==> src/rtl/snoop_tlb.sv <==
module snoop_tlb #(
  parameter int ENTRIES  = 4,
  parameter int LEVELS   = 2,
  parameter int ADDR_W   = 32,
  parameter int LINE_OFS = 6,
  parameter int VPN_W    = 20,
  parameter int PPN_W    = 20,
  parameter int TAG_W    = 4
) (
  input  logic                     clk,
  input  logic                     rst_n,
  input  logic                     lk_valid,
  input  logic [VPN_W-1:0]         lk_vpn,
  input  logic [TAG_W-1:0]         lk_tag,
  output logic                     lk_hit,
  output logic [PPN_W-1:0]         lk_ppn,
  input  logic                     commit_valid,
  input  logic [TAG_W-1:0]         commit_tag,
  input  logic                     fill_valid,
  input  logic [VPN_W-1:0]         fill_vpn,
  input  logic [PPN_W-1:0]         fill_ppn,
  input  logic [LEVELS*ADDR_W-1:0] fill_lines,
  input  logic [LEVELS-1:0]        fill_lmask,
  input  logic                     snp_valid,
  input  logic                     snp_write,
  input  logic                     snp_from_mmu,
  input  logic [ADDR_W-1:0]        snp_addr,
  output logic                     live_pt,
  output logic                     flush_req,
  output logic [ENTRIES-1:0]       busy_vec
);
  localparam int LINE_W = ADDR_W - LINE_OFS;
  localparam int IDX_W  = ENTRIES > 1 ? $clog2(ENTRIES) : 1;
  localparam logic [IDX_W-1:0] LAST = IDX_W'(ENTRIES - 1);

  logic [ENTRIES-1:0] valid_q, busy_q;
  logic [VPN_W-1:0]   vpn_q  [ENTRIES];
  logic [PPN_W-1:0]   ppn_q  [ENTRIES];
  logic [TAG_W-1:0]   tag_q  [ENTRIES];
  logic [LEVELS-1:0]  lmask_q[ENTRIES];
  logic [LINE_W-1:0]  line_q [ENTRIES][LEVELS];
  logic [IDX_W-1:0]   ptr_q;
  logic               flush_q;

  logic [LINE_W-1:0]  snp_line;
  logic [ENTRIES-1:0] track, kill, hit_vec;
  logic [LEVELS-1:0]  fill_match;
  logic               other_wr, fill_drop;

  assign snp_line = snp_addr[ADDR_W-1:LINE_OFS];
  assign other_wr = snp_valid & snp_write & ~snp_from_mmu;

  for (genvar e = 0; e < ENTRIES; e++) begin : g_ent
    logic [LEVELS-1:0] lvl_match;
    for (genvar l = 0; l < LEVELS; l++) begin : g_lvl
      assign lvl_match[l] = lmask_q[e][l] & (line_q[e][l] == snp_line);
    end
    assign track[e]   = valid_q[e] & (|lvl_match);
    assign kill[e]    = track[e] & other_wr;
    assign hit_vec[e] = lk_valid & valid_q[e] & (vpn_q[e] == lk_vpn) & ~kill[e];
  end

  for (genvar l = 0; l < LEVELS; l++) begin : g_fill
    assign fill_match[l] = fill_lmask[l] &
                           (fill_lines[l*ADDR_W+LINE_OFS +: LINE_W] == snp_line);
  end
  assign fill_drop = other_wr & (|fill_match);

  assign live_pt   = snp_valid & ~snp_write & ~snp_from_mmu & (|track);
  assign lk_hit    = |hit_vec;
  assign flush_req = flush_q;
  assign busy_vec  = busy_q;

  always_comb begin
    lk_ppn = '0;
    for (int e = 0; e < ENTRIES; e++)
      if (hit_vec[e]) lk_ppn = lk_ppn | ppn_q[e];
  end

  always_ff @(posedge clk) begin
    if (!rst_n) begin
      valid_q <= '0;
      busy_q  <= '0;
      ptr_q   <= '0;
      flush_q <= 1'b0;
      for (int e = 0; e < ENTRIES; e++) begin
        vpn_q[e]   <= '0;
        ppn_q[e]   <= '0;
        tag_q[e]   <= '0;
        lmask_q[e] <= '0;
        for (int l = 0; l < LEVELS; l++) line_q[e][l] <= '0;
      end
    end else begin
      flush_q <= |(kill & busy_q);
      for (int e = 0; e < ENTRIES; e++) begin
        if (kill[e]) begin
          valid_q[e] <= 1'b0;
          busy_q[e]  <= 1'b0;
        end else if (hit_vec[e]) begin
          busy_q[e] <= 1'b1;
          tag_q[e]  <= lk_tag;
        end else if (commit_valid && busy_q[e] && tag_q[e] == commit_tag) begin
          busy_q[e] <= 1'b0;
        end
        if (fill_valid && ptr_q == IDX_W'(e)) begin
          valid_q[e] <= ~fill_drop;
          busy_q[e]  <= 1'b0;
          vpn_q[e]   <= fill_vpn;
          ppn_q[e]   <= fill_ppn;
          lmask_q[e] <= fill_lmask;
          for (int l = 0; l < LEVELS; l++)
            line_q[e][l] <= fill_lines[l*ADDR_W+LINE_OFS +: LINE_W];
        end
      end
      if (fill_valid) ptr_q <= (ptr_q == LAST) ? '0 : ptr_q + 1'b1;
    end
  end

  a_r2_single_match: assert property (@(posedge clk) disable iff (!rst_n)
    $onehot0(hit_vec));

  a_r4_own_write_keeps: assert property (@(posedge clk) disable iff (!rst_n)
    (snp_valid && snp_write && snp_from_mmu && !fill_valid) |=> valid_q == $past(valid_q));

  a_r6_busy_needs_valid: assert property (@(posedge clk) disable iff (!rst_n)
    (busy_q & ~valid_q) == '0);

  a_r7_flush_cause: assert property (@(posedge clk) disable iff (!rst_n)
    flush_req |-> $past(snp_valid && snp_write && !snp_from_mmu));

  a_r10_ptr_step: assert property (@(posedge clk) disable iff (!rst_n)
    fill_valid |=> ptr_q == (($past(ptr_q) == LAST) ? '0 : $past(ptr_q) + 1'b1));
endmodule

==> config.mk <==
export PLATFORM = sky130hd
export DESIGN_NAME = snoop_tlb
export DESIGN_NICKNAME = d
export VERILOG_FILES = /design/src/rtl/snoop_tlb.sv
export SDC_FILE = /design/constraint.sdc
export NUM_CORES = 1
export LEC_CHECK = 0
export BUFFER_PORTS_ARGS = -buffer_cell sky130_fd_sc_hd__buf_4
export CORE_UTILIZATION = 40
export DETAILED_ROUTE_END_ITERATION = 7
export MAX_ROUTING_LAYER = met4
export PLACE_DENSITY = 0.66
export SETUP_SLACK_MARGIN = 0.2
export SYNTH_ARGS = -nofsm -noshare
export SYNTH_HDL_FRONTEND = slang
export SYNTH_SLANG_ARGS = --single-unit
==> constraint.sdc <==
create_clock -name clk -period 5.9 [get_ports clk]
set_input_delay 1.77 -clock clk [delete_from_list [all_inputs] [get_ports clk]]
set_output_delay 1.77 -clock clk [all_outputs]
set_load 0.05 [all_outputs]
==> results of run 1 <==
[cell type report]
| class | count | area [sq um] |
|---|---|---|
| Antenna cell | 3 | 7.51 |
| Multi-Input combinational cell | 991 | 7500 |
| Clock buffer | 57 | 1210 |
| Clock inverter | 23 | 156 |
| Sequential cell | 403 | 12000 |
| Inverter | 10 | 40.0 |
| Timing Repair Buffer | 228 | 1860 |
| Tap cell | 664 | 831 |
| Fill cell | 4282 | 25300 |
[layout by cell type, fill, tap and decap left out, drive strengths merged, types with 5 or more instances in the layout]
| cell | instances |
|---|---|
| edfxtp | 392 |
| xnor2 | 313 |
| and2 | 273 |
| buf | 227 |
| nand4 | 76 |
| o211ai | 60 |
| clkbuf | 57 |
| nor2b | 53 |
| xor2 | 44 |
| nand2 | 40 |
| nor4 | 22 |
| o2111ai | 21 |
| clkinv | 19 |
| nand3 | 14 |
| nor3 | 14 |
| and4 | 12 |
| dfxtp | 11 |
| inv | 11 |
| o21ai | 5 |
[kinds of logic after synthesis]
family	after synthesis	synth area share [%]
AO/OA/AOI/OAI	105	4.47
XOR/XNOR	357	15.7
adder cells (fa/ha/maj)	4	0.252
buffers and inverters	103	2.75
flip-flops	403	60.3
multiplexers	1	0.0504
AND/OR/NAND/NOR	524	16.4
[routing by layer]
metal	GRT usage, %	part of all wire (%)	vias up
met5	-	0	-
met4	7.07	2.6	0
met3	4.40	7.3	96
met2	34.8	47	489
met1	29.1	43	6304
li1	-	-	5714
[worst reg2reg max path, stage by stage, from the launching register on]
cell	delay [ns]
edfxtp_1	0.37
xor2_1	0.16
nor4_2	0.27
nand4_1	0.25
nor4_4	0.27
buf_4	0.19
bufbuf_16	0.29
inv_2	0.05
o21ai_0	0.45
[power breakdown]
part	total [uW]	internal (uW)	switching, uW
clock network	2670	1530	1130
registers	3460	3370	83.0
logic	740	312	428
[how the worst min path moves through the flow]
stage,depth (start not counted),start,endpoint
after floorplan,1,valid_q[1]$_SDFFE_PN0P_,valid_q[1]$_SDFFE_PN0P_
after global placement,2,ptr_q[1]$_SDFFE_PN0P_,ptr_q[1]$_SDFFE_PN0P_
after detailed placement,2,busy_vec[0]$_SDFFE_PP0P_,busy_vec[0]$_SDFFE_PP0P_
after CTS,2,busy_vec[0]$_SDFFE_PP0P_,busy_vec[0]$_SDFFE_PP0P_
after global routing,2,busy_vec[3]$_SDFFE_PP0P_,busy_vec[3]$_SDFFE_PP0P_
final,2,busy_vec[0]$_SDFFE_PP0P_,busy_vec[0]$_SDFFE_PP0P_
[per-stage QoR]
stage | instance area (sq um) | hold slack, ns | utilization (%) | instances
finish | 23600 | 0.574 | 48.2 | 2379
global route | 23600 | 0.625 | 48.2 | 2379
CTS | 23500 | 0.573 | 48.0 | 2376
detailed placement | 22100 | 0.565 | 45.1 | 2294
global placement | 22100 | 0.549 | 45.1 | 2294
floorplan | 19900 | 0.507 | - | 1497
[registers in the layout, indices dropped and copies added, names as in the netlist]
register / count
line_q: 208
ppn_q: 80
vpn_q: 80
tag_q: 16
lmask_q: 8
busy_vec: 4
valid_q: 4
ptr_q: 2
flush_req: 1
[timing repair]
action	CTS	global route
gates resized for setup	3	21
cloned	1	0
buffers inserted	1	0
hold endpoints to repair	0	0
endpoints found under the setup margin	4	21
pin swaps	1	7
==> flow_summary_export.csv, run 1 <==
group,metric,value,unit
critical_path,path_class,"in2out",
clock_tree,cts-htree-levels,2,
logic_synthesis,netlist_instances,1497,
global_route,grt_overflow,0,
route,dr.pass1.iters,5,
critical_path,cp_slowest_cell,"nor4_2",
power,cellLeakagePower,0.00834,uW
timing,finalWorstSetupSlack,0.276,ns
timing,setup_tns,0,ns
critical_path,critPathRequiredTime,4.13,ns
placement,place_ws,0.165,ns
logic_synthesis,syn_nets,1675,
critical_path,start_kind,"input port",
logic_synthesis,synthTopCellsByArea,"edfxtp_1 59%, xnor2_1 14%, and2_1 8.6%, nand4_1 2.4%, o211ai_1 2.3%",
floorplan,die_h,225,um
logic_synthesis,synth_edf_count,392,
logic_synthesis,ys.flop_type,"edfxtp_1",
power,finalPower,6870,uW
timing,period_needed,5.62,ns
timing,skew,0.0117,ns
timing,grt_setup_unrepaired,"false",
timing,max_slew_margin,29.7,%
route,wire_per_inst,22.9,um
global_route,grt_pass1_vias,12600,
run_status,status,"finished, final reports clean",
floorplan,fp.dieArea,0.0506,sq mm
critical_path,cp.depth,10,
placement,port-buffer-count,182,
floorplan,pin_count,201,
floorplan,initial_utilization,40.6,%
critical_path,rr_worst_depth,8,
route,remaining_drc_errors,0,
clock_tree,ctsHoldBuffers,0,
timing,max_freq,0.178,GHz
min_path,hold_class,"reg2reg",
logic_synthesis,yosysTopAreaCell,"edfxtp_1",
critical_path,cp-end-kind,"output port",
route,vias_per_cell,5.30,
logic_synthesis,syn_area,0.0199,sq mm
critical_path,cp-startpoint,"snp_addr[22]",
clock_tree,cts.sinks,403,
critical_path,crit_fanout,27,
clock_tree,cts_tree,"done",
critical_path,crit_chain,"buf_4, xnor2_1, buf_4, nand4_1, nor4_2, a22oi_2, nor2_2, buf_12, o2111ai_2, buf_4",
logic_synthesis,yosys.area.top_type_share,59.2,%
route,drt_iter0_drc,1018,
finish,final_net_count,1857,
job,max_cap_viol_count,0,
logic_synthesis,ys_ff_latch,403,
timing,hold_violations,0,
global_route,grtUsageTotal,22.3,%
floorplan,row_count,81,
logic_synthesis,ys_seq_area_share,60.3,%
critical_path,slowest_delay,0.33,ns
clock_tree,cts_buffers,45,
timing,drv_slew,0,
power,power_density,291,mW/mm^2
logic_synthesis,async_reset_ff_share,0,%
logic_synthesis,avgSynthCellArea,13.3,sq um
floorplan,fp.dieW,225,um
critical_path,reg2reg_from,"vpn_q[1][11]$_SDFFCE_PN0P_",
finish,drive_gt1_share,20.0,%
power,peakVddDrop,0.000192,V
clock_tree,clkLatencyLatePin,0.58,ns
critical_path,worst-r2r-setup-slack,3.25,ns
critical_path,timing.rr.end,"tag_q[1][1]$_SDFFCE_PN0P_",
logic_synthesis,synth_cell_types,43,
timing,setup_viol,0,
global_route,grt_max_degree,96,
route,route.vias.total,12600,
clock_tree,cts-root-buf,"clkbuf_16",
placement,detailed_place_hpwl,35.4,mm
route,wl,54.4,mm
floorplan,coreArea,0.0490,sq mm
logic_synthesis,yosysWarningCount,0,
critical_path,crit_buf_inv,4,
placement,gp_congestion,0.850,
finish,areaGrowthSynthToFinish,18.8,%
critical_path,cpMostUsedCell,"buf_4",
critical_path,crit_family,"buffers and inverters",
timing,final.period_utilization,95.3,%
clock_tree,clock_path_buffers,3,
global_route,grt_pass1_wl,80.2,mm
timing,tightest_slew,1.06,ns
logic_synthesis,netlist_top_cells_count,"392 x edfxtp_1, 313 x xnor2_1, 273 x and2_1, 76 x nand4_1, 60 x o211ai_1",
global_route,antenna_found_initial,3,
route,ant_nets,0,
critical_path,crit_arrival,3.85,ns
logic_synthesis,yosysMostFrequentCell,"edfxtp_1",
clock_tree,clk_pin_slew_worst_paths,0.06,ns
critical_path,endpoint,"lk_ppn[2]",
(Power assumes the default switching activity.)
==> run 2, diff against run 1 <==
--- a/config.mk
+++ b/config.mk
@@ -5,11 +5,13 @@
 export SDC_FILE = /design/constraint.sdc
 export NUM_CORES = 1
 export LEC_CHECK = 0
+export ABC_AREA = 1
 export BUFFER_PORTS_ARGS = -buffer_cell sky130_fd_sc_hd__buf_4
 export CORE_UTILIZATION = 40
 export DETAILED_ROUTE_END_ITERATION = 7
 export MAX_ROUTING_LAYER = met4
 export PLACE_DENSITY = 0.66
+export RECOVER_POWER = 100
 export SETUP_SLACK_MARGIN = 0.2
 export SYNTH_ARGS = -nofsm -noshare
 export SYNTH_HDL_FRONTEND = slang
==> run 2 against run 1 <==
Largest power group unchanged. First-iteration DRC count rose by 75%. Largest cell class unchanged. Sequential cell count did not move. Synthesized area rose by 5.4%. Clock-buffer cell count rose by 1. Sequential share of layout area fell by 2.7 points. Combinational power rose by 9.9%. Worst setup slack got worse by 0.044 ns. Clock skew rose by 0.011 ns. Utilization rose by 0.20 points. Final area rose by 5.7%. Synthesized cell count rose by 58%. Sequential power barely moved. The run now ends with capacitance limit, slew limit left.
==> flow_summary_export.csv, run 2 <==
group,metric,value,unit
global_route,grt_pass1_wl,101,mm
global_route,grt_max_degree,73,
timing,final.period_utilization,96.1,%
timing,grt_setup_unrepaired,"false",
logic_synthesis,avgSynthCellArea,8.83,sq um
timing,max_slew_margin,-81.3,%
route,wl_met1,28.2,mm
clock_tree,clock_path_buffers,3,
clock_tree,cts-htree-levels,2,
global_route,antenna_found_initial,3,
finish,drive_gt1_share,15.3,%
floorplan,fp.dieArea,0.0533,sq mm
route,vias_per_cell,5.11,
critical_path,critPathRequiredTime,4.13,ns
global_route,grt_pass1_vias,16300,
critical_path,path_class,"in2out",
logic_synthesis,synth_cell_types,43,
timing,setup_tns,0,ns
critical_path,cp-end-kind,"output port",
job,max_cap_viol_count,10,
logic_synthesis,netlist_instances,2370,
clock_tree,clkLatencyLatePin,0.59,ns
timing,skew,0.0224,ns
finish,fillers,4941,
logic_synthesis,synth_edf_count,392,
route,route.vias.total,16900,
critical_path,cpMostUsedCell,"nand2_1",
power,intPower,5360,uW
clock_tree,cts_buffers,46,
power,peakVddDrop,0.000191,V
timing,hold_violations,0,
logic_synthesis,yosys.area.top_type_share,56.2,%
logic_synthesis,syn_nets,2548,
clock_tree,cts.sinks,403,
route,wl_met3,6.03,mm
critical_path,start_kind,"input port",
route,highest-signal-layer,"met4",
route,remaining_drc_errors,0,
route,wl,68.8,mm
floorplan,coreArea,0.0515,sq mm
logic_synthesis,ys.flop_type,"edfxtp_1",
floorplan,initial_utilization,40.6,%
logic_synthesis,yosysWarningCount,0,
clock_tree,cts-root-buf,"clkbuf_16",
power,pwr-share-seq,47.9,%
logic_synthesis,synthTopCellsByArea,"edfxtp_1 56%, nand2_1 11%, nor2_1 7.3%, inv_1 6.8%, xnor2_1 3.5%",
power,cellLeakagePower,0.0113,uW
floorplan,die_h,231,um
clock_tree,clk_pin_slew_worst_paths,0.06,ns
clock_tree,cts_tree,"done",
critical_path,crit_arrival,3.90,ns
power,finalPower,7210,uW
route,wire_per_inst,20.8,um
critical_path,crit_family,"buffers and inverters",
timing,period_needed,5.67,ns
placement,detailed_place_hpwl,48.4,mm
finish,largest_register_ff_count,208,
timing,max_freq,0.176,GHz
timing,drv_slew,512,
power,power_frac_comb,11.3,%
critical_path,slowest_delay,0.28,ns
floorplan,fp.dieW,231,um
placement,gp_congestion,0.994,
power,p_sw_share,25.7,%
logic_synthesis,ys_seq_area_share,57.3,%
critical_path,crit_fanout,6,
logic_synthesis,yosysTopAreaCell,"edfxtp_1",
finish,most-common-layout-cells,"621 x nand2_1, 401 x nor2_1, 392 x edfxtp_1",
logic_synthesis,syn_area,0.0209,sq mm
placement,port-buffer-count,182,
run_status,violations,"capacitance limit, slew limit",
critical_path,crit_buf_inv,7,
floorplan,pin_count,201,
logic_synthesis,async_reset_ff_share,0,%
power,clkPwrFrac,40.8,%
floorplan,row_count,83,
route,drt_iter0_drc,1778,
global_route,grtUsageTotal,26.4,%
critical_path,worst-r2r-setup-slack,1.71,ns
critical_path,crit_chain,"buf_4, clkinvlp_4, clkbuf_1, nand2_1, nand2_1, inv_1, nand2_1, nor2_1, nand2_1, nor2_1, nand2_1, nand2_4, nand3_4, clkbuf_16, nand3_1, nand2_1, inv_2, nand2_2, buf_6",
finish,areaGrowthSynthToFinish,19.1,%
logic_synthesis,ys_ff_latch,403,
min_path,hold_class,"reg2reg",
logic_synthesis,netlist_top_cells_count,"629 x nand2_1, 406 x nor2_1, 392 x edfxtp_1, 378 x inv_1, 97 x nand3_1",
run_status,status,"finished, violations left",
finish,layout_commonest_cell,"nand2_1",
power,p_sw,1850,uW
global_route,grt_overflow,0,
critical_path,cp_slowest_cell,"clkbuf_1",
route,met2_length,32.2,mm
logic_synthesis,yosysMostFrequentCell,"nand2_1",
finish,top_regs,"line_q x208, ppn_q x80, vpn_q x80",
route,ant_nets,0,
route,dr.pass1.iters,5,
timing,setup_viol,0,
finish,top_register,"line_q",
finish,final_net_count,2764,
timing,tightest_slew,2.72,ns
power,power_density,289,mW/mm^2
-- run 2: final timing paths --
kind                            start                        to  cells past startpoint
min          busy_vec[2]$_SDFFE_PP0P_  busy_vec[2]$_SDFFE_PP0P_                      2
min reg2reg  busy_vec[2]$_SDFFE_PP0P_  busy_vec[2]$_SDFFE_PP0P_                      2
max                       snp_addr[8]                lk_ppn[11]                     19
max reg2reg     ptr_q[1]$_SDFFE_PN0P_   line_q[2][29]$_DFFE_PP_                      7
-- run 2: per-layer routing --
metal  track usage (%)  up-vias
li1                  -     7940
met1              34.7     8058
met2              41.6      774
met3              3.75      125
met4              9.23        0
met5                 -        -
-- run 2: cell families after synthesis --
group	count (synthesis)	share of synthesized area, %
compound gates	110	3.30
xor+xnor	114	4.77
fa+ha+maj	4	0.239
buf+inv	501	9.83
flops	403	57.3
simple gates	1238	24.6
-- run 2: area by class of cell --
class                   count  area, sq um  area share [%]
diodes                      3         7.51          0.0301
clock buffers              58         1220            4.88
clock inverters            26          302            1.21
inverters                 416         1580            6.34
multi-input cells        1466         6930            27.8
flip-flops and latches    403        12000            48.1
well taps                 680          851            3.41
repair buffers            253         2060            8.25
-- run 2: worst register-to-register path, stage by stage, from the launching register on --
cell      delay [ns]
dfxtp_1         0.37
inv_1           0.09
ha_1            0.20
nand3_1         0.66
nand3_1         1.70
clkbuf_2        0.73
nand2_1         0.14
inv_1           0.07
-- run 2: repair_timing --
action | CTS | global route
hold buffers | 0 | 0
resized for setup | 0 | 48
setup endpoints to repair | 0 | 22
buffers inserted | 0 | 1
hold endpoints to repair | 0 | 0
-- run 2: per-stage QoR --
| step | area, sq um | setup WS (ns) | instances | utilization (%) | hold WS, ns |
|---|---|---|---|---|---|
| 2_1_floorplan | 20900 | 0.731 | 2370 | - | 0.500 |
| 3_3_place_gp | 23300 | 0.267 | 3214 | 45.3 | 0.546 |
| 3_5_place_dp | 23300 | 0.265 | 3214 | 45.3 | 0.549 |
| 4_1_cts | 24800 | 0.249 | 3298 | 48.2 | 0.565 |
| 5_1_grt | 24900 | 0.0747 | 3305 | 48.4 | 0.584 |
| 6_report | 24900 | 0.233 | 3305 | 48.4 | 0.560 |
-- run 2: power groups by stage --
stage          logic, uW  clock network [uW]  registers [uW]
2_1_floorplan        453                   0            3480
3_3_place_gp         793                   0            3500
3_5_place_dp         801                   0            3500
4_1_cts              805                2960            3450
5_1_grt              884                3050            3470
6_report             813                2940            3450
